### src/rtl/partial_word_merge.sv
module partial_word_merge #(
  parameter int AW = 32
) (
  input  logic          clk,
  input  logic          rst_n,
  input  logic          req,
  input  logic [1:0]    op,
  input  logic [AW-1:0] addr,
  input  logic          big_endian,
  input  logic [31:0]   reg_val,
  input  logic [31:0]   mem_word,
  input  logic          mem_fault,
  output logic [AW-1:0] word_addr,
  output logic          res_valid,
  output logic          res_to_mem,
  output logic          res_commit,
  output logic [31:0]   res_data,
  output logic [3:0]    res_byte_en
);

  localparam logic [31:0] ONES = 32'hFFFF_FFFF;

  logic [1:0]  ofs, eff;
  logic [5:0]  sh, shc;
  logic [31:0] merged;
  logic [3:0]  lanes;
  logic        is_store;

  assign word_addr = {addr[AW-1:2], 2'b00};
  assign ofs       = addr[1:0];
  assign eff       = big_endian ? ofs : ~ofs;
  assign sh        = {1'b0, eff, 3'b000};
  assign shc       = 6'd24 - sh;
  assign is_store  = op[1];

  always_comb begin
    merged = reg_val;
    lanes  = 4'b0000;
    case (op)
      2'd0: merged = (mem_word << sh) | (reg_val & ~(ONES << sh));
      2'd1: begin
        if (!big_endian && ofs == 2'd0) merged = reg_val;
        else merged = (mem_word >> shc) | (reg_val & (ONES << (sh + 6'd8)));
      end
      2'd2: begin
        merged = (reg_val >> sh) | (mem_word & ~(ONES >> sh));
        lanes  = 4'b1111 >> eff;
      end
      default: begin
        merged = (reg_val << shc) | (mem_word & ~(ONES << shc));
        lanes  = 4'b1111 << ~eff;
      end
    endcase
  end

  always_ff @(posedge clk or negedge rst_n) begin
    if (!rst_n) begin
      res_valid   <= 1'b0;
      res_to_mem  <= 1'b0;
      res_commit  <= 1'b0;
      res_data    <= '0;
      res_byte_en <= '0;
    end else begin
      res_valid <= req;
      if (req) begin
        res_to_mem  <= is_store;
        res_commit  <= is_store | ~mem_fault;
        res_data    <= merged;
        res_byte_en <= lanes;
      end
    end
  end

  assert_req_gives_pulse_R2: assert property (@(posedge clk) disable iff (!rst_n)
    req |=> res_valid);
  assert_idle_no_pulse_R2: assert property (@(posedge clk) disable iff (!rst_n)
    !req |=> !res_valid);
  assert_load_no_lanes_R10: assert property (@(posedge clk) disable iff (!rst_n)
    (res_valid && !res_to_mem) |-> (res_byte_en == 4'b0000));
  assert_store_edge_lane_R10: assert property (@(posedge clk) disable iff (!rst_n)
    (res_valid && res_to_mem) |-> (res_byte_en[0] || res_byte_en[3]));
  assert_store_commits_R11: assert property (@(posedge clk) disable iff (!rst_n)
    (res_valid && res_to_mem) |-> res_commit);

endmodule

### config.mk
export PLATFORM = sky130hd
export DESIGN_NAME = partial_word_merge
export DESIGN_NICKNAME = d
export VERILOG_FILES = /design/src/rtl/partial_word_merge.sv
export SDC_FILE = /design/constraint.sdc
export NUM_CORES = 1
export LEC_CHECK = 0
export BUFFER_PORTS_ARGS = -buffer_cell sky130_fd_sc_hd__buf_2
export CORE_MARGIN = 2
export CORE_UTILIZATION = 55
export CTS_CLUSTER_DIAMETER = 100
export DETAILED_ROUTE_END_ITERATION = 8
export PLACE_DENSITY = 0.84
export SLEW_MARGIN = 20
export SYNTH_ARGS = -nofsm -noshare
export SYNTH_HDL_FRONTEND = slang
export SYNTH_SLANG_ARGS = --single-unit
### constraint.sdc
create_clock -name clk -period 2.1 [get_ports clk]
set_input_delay 0.42 -clock clk [delete_from_list [all_inputs] [get_ports clk]]
set_output_delay 0.42 -clock clk [all_outputs]
set_load 0.01 [all_outputs]
; ---- Word-level counts from Yosys, hierarchy flattened
; Cells that the tools add are included.
[classes]
n_addsub = 2
n_eq_ne = 2
n_shift = 10
n_mux = 4
bitwise = 15
reduce_logical = 5
[ops]
columns = cell, n
row1 = $and 32x32->32, 4
row2 = $or 32x32->32, 4
row3 = $not 32->32, 3
row4 = $pmux 32 s3, 1
row5 = $shl 32x6->32 const A, 2
row6 = $mux 32, 1
row7 = $shl 32x5->32, 1
row8 = $shl 32x5->32 const A, 1
row9 = $shl 32x6->32, 1
row10 = $shr 32x5->32, 1
row11 = $shr 32x5->32 const A, 1
row12 = $shr 32x6->32, 1
row13 = $pmux 4 s2, 1
row14 = $add 5x4->6 const B, 1
row15 = $sub 5x5->6 const A, 1
row16 = $logic_not 2->1, 2
row17 = $not 2->2, 2
row18 = $shl 4x2->4 const A, 1
row19 = $shr 4x2->4 const A, 1
row20 = $eq 2x1->1 const B, 1
row21 = $eq 2x2->1 const B, 1
row22 = $mux 2, 1
row23 = $reduce_or 2->1, 1
row24 = $logic_and 1x1->1, 1
row25 = 3 further kinds, 3
[totals]
reg_bits = 39
input_bits = 103
out_inout_bits = 71
wordCells = 43

; ---- Logic depth before layout (Yosys ltp)
[depth]
word_depth = 8
mapped_depth = 9
depth_no_buf = 6

; ---- Least setup slack after synthesis
; No wires, ideal clock.
[synth_path]
path_kind = input port to flip-flop
start = in big_endian
end = reg res_data[10]
setup_time_ps = 127
arrival_ps = 1969
required_time_ps = 1973
setup_slack_ps = 4
stages = 6
path_buffers = 2
cell_sequence = buf_6 -> xnor2_4 -> buf_6 -> mux4_2 -> a221oi_1 -> nor2_1
[synth_between]
elab_chain_cells = 7
elab_cells_between_ends = 26
[synth_rtl]
columns = item, line_no
row1 = start: declaration, 9  ; input logic big_endian,
row2 = $mux 2, 31  ; assign eff = big_endian ? ofs : ~ofs;
row3 = $add 5x4->6 / $sub 5x5->6 (equally long branches), "43, 33"
row4 = "$shl 32x6->32, on equally long branches", "43, 50"
row5 = $and 32x32->32 / $not 32->32 (equally long branches), "43, 50"
row6 = $or 32x32->32 / $and 32x32->32 (equally long branches), "43, 50"
row7 = $mux 32 / $or 32x32->32 (equally long branches), "42, 50"
row8 = $pmux 32 s3 (*), 39  ; case (op)
row9 = end signal: assignment, 68  ; res_data <= merged;
row10 = end: declaration, 17  ; output logic [31:0] res_data,
; Every way passes the cells marked *; elsewhere a longest branch is shown, timed or not.
; A chain may end at the register's enable or synchronous reset.

; ---- Worst setup path after layout
[layout_path]
start = in addr[0]
end = reg res_data[11]
[layout_between]
elab_chain_cells = 8
elab_cells_between_ends = 27
[layout_rtl]
columns = item, line_no
row1 = start: declaration, 8  ; input logic [AW-1:0] addr,
row2 = $not 2->2, 31
row3 = $mux 2, 31
row4 = $add 5x4->6 / $sub 5x5->6 (equally long branches), "43, 33"
row5 = "$shl 32x6->32, on equally long branches", "43, 50"
row6 = $and 32x32->32 / $not 32->32 (equally long branches), "43, 50"
row7 = $or 32x32->32 / $and 32x32->32 (equally long branches), "43, 50"
row8 = $mux 32 / $or 32x32->32 (equally long branches), "42, 50"
row9 = $pmux 32 s3 (*), 39
; Marks and branches as above.

==> flow_summary.toml <==
[pwr]
power_uw = 3590
peakVddDrop_uv = 341
leakage_uw = 0.00314
cellPowerDensity_mw_per_mm2 = 501

[worst_setup_path]
critical_path_buf_inv_count = 4
slowest_delay_ps = 330
cp_num_cells = 10
worstPathMaxFanout = 15
r2r_cells = 1
critical_path_class = "in2reg"
cp_slowest_cell = "mux2i_1"
crit_path_cell_trace = "buf_4 -> buf_4 -> xnor2_4 -> buf_12 -> mux2i_1 -> a2bb2oi_1 -> a21oi_1 -> nor3_2 -> buf_4 -> a21oi_1"
critical_path.top_delay_family = "buffers and inverters"
required_ps = 2290
cp.arrival_ps = 2240
setup.worst_path.start_class = "input pin"
cpMostUsedCell = "buf_4"
crit_path_end_kind = "flop"

[global_routing]
antenna_found_initial = 0
grt_pass1_vias = 6493
grt_util_met2_pct = 56.7
met3_usage_pct = 11.3
grt_max_degree = 57
gr-usage-all-layers_pct = 39.0
grt_overflow = 0
grt_pass1_wl_mm = 35.2
grt.met1_usage_pct = 54.4
grt.busiest_layer = "met2"

[cells_and_area]
fillCellCount = 886
final_cells = 1031
area_growth_pct = 21.5
multi_input_area_mm2 = 0.00419
layout_common_cells = "buf_4, buf_2, nand2_1, o21ai_0, nor2_1"
ff_latch_area_um2 = 976
final_common_cell = "buf_4"
diodes = 0
drive_above_1_share_pct = 32.5
nets = 997

[synth]
synth_cells = 765
synthArstFlopShare_pct = 100
ys_types = 76
synth_area_per_cell_um2 = 7.70
synth_enable_flop_cells = 0
syn_area_mm2 = 0.00589
yosysSeqAreaShare_pct = 16.6
yosys_register_bits = 39
yosys_warnings = 0
synth_flop_cell = "dfrtp_1"

[timing]
final.setup_skew_ps = 0
fmax_mhz = 488
timing.slew.headroom_pct = 62.9
hold_viol = 0
post-route-min-period_ps = 2050
fin_setup_tns_ps = 0
rsz0062_at_grt = "true"
layout_setup_ws_ps = 51.5
slew_violations = 0
finalCritPeriodShare_pct = 97.5
worst_pin_slew_ps = 557
setup_viol = 0

[die]
chipHeight_um = 107
die_area_mm2 = 0.0115
ios = 174
fp.dieW_um = 107
initial_core_util_pct = 56.8
coreArea_mm2 = 0.0104
rows = 37

[detailed_routing]
remaining_drc_errors = 0
ant_nets = 0
viasPerCell = 6.93
drtIter0Drc = 977
vias = 7149
wirelength_mm = 23.0
drt-wirelength-per-cell_um = 22.3
dr.pass1.iters = 6

[placement]
place_congestion = 1.02
dp_hpwl_mm = 16.9
port_buffers = 111
post-place-ws_ps = -257
dp_cells = 1023

[cts]
clockBufferDepth = 2
root_buffer = "clkbuf_8"
clk_pin_slew_ps = 100
cts_buffers = 5
htreeDepth = 2
cts_setup_buffers = 0
clock_latency_ps = 310
cts_tree = "built"
clock-sinks = 39

[flow_run]
drv_cap = 0

[hold_path]
hp-class = "in2async"

[outcome]
status = "finished, final reports clean"
## final cells by class
class	count	share of cell area, %
Sequential cell	39	13.6
Clock inverter	2	0.840
Tap cell	136	2.38
Timing Repair Buffer	231	22.3
Inverter	23	1.21
Clock buffer	6	1.01
Multi-Input combinational cell	594	58.6
## worst paths after layout
check / from / to / slack (ps)
min in group clk: mem_fault / res_commit / 330
worst max-delay path: addr[0] / res_data[11] / 50
worst min-delay path: rst_n / res_data[24] / 150
worst max register to register: res_data[14] / res_data[14] / 1300
worst min register to register: res_byte_en[2] / res_byte_en[2] / 490
max in group asynchronous: rst_n / res_data[12] / 1530
## cells in the mapped netlist, types with 7 or more instances
master / instances / area [um^2]
inv_1: 22 / 82.6
clkbuf_1: 30 / 113
nand3_1: 23 / 115
a31oi_1: 12 / 75.1
a21oi_1: 60 / 300
nand2_1: 81 / 304
a221oi_1: 8 / 70.1
o211ai_1: 11 / 82.6
o221ai_1: 9 / 78.8
buf_4: 41 / 308
a211oi_1: 14 / 105
dfrtp_1: 39 / 976
nor2b_1: 7 / 43.8
o21ai_0: 72 / 360
a22o_1: 7 / 61.3
buf_6: 12 / 135
mux4_2: 15 / 338
o22ai_1: 27 / 169
buf_2: 22 / 110
mux2i_1: 60 / 601
nor2_1: 65 / 244
## repair_timing
item | in CTS | in global routing
gates resized for setup | 0 | 11
endpoints found under the setup margin | 0 | 9
hold buffers | 0 | 0
## state kept, by name (all words and copies together) (netlist names)
signal,flops
res_byte_en,4
res_commit,1
res_data,32
res_to_mem,1
res_valid,1
## logic make-up after synthesis
group,synth area share (%)
XOR/XNOR,1.49
flip-flops,16.6
other,0.0637
AO/OA/AOI/OAI,32.5
AND/OR/NAND/NOR,16.1
buffers and inverters,13.1
multiplexers,20.1
## stage by stage
step	hold WS, ps	utilization [%]	instance area [um^2]
after floorplan	124	-	5890
final	152	69.0	7150
after global placement	460	67.2	6970
after detailed placement	468	67.2	6970
after CTS	180	68.5	7110
after global routing	206	69.0	7150
## layer usage
metal	routed length [um]	part of all wire, %	up-vias
met2	9520	41	634
li1	-	-	3113
met3	3590	16	139
met4	1020	4.4	0
met5	0	0	-
met1	8870	39	3263
## power breakdown
group          switching [uW]  internal, uW
registers                61.4           857
logic                    1040           834
clock network             319           476
total                    1420          2170
Power figures use the tool's default switching activity.
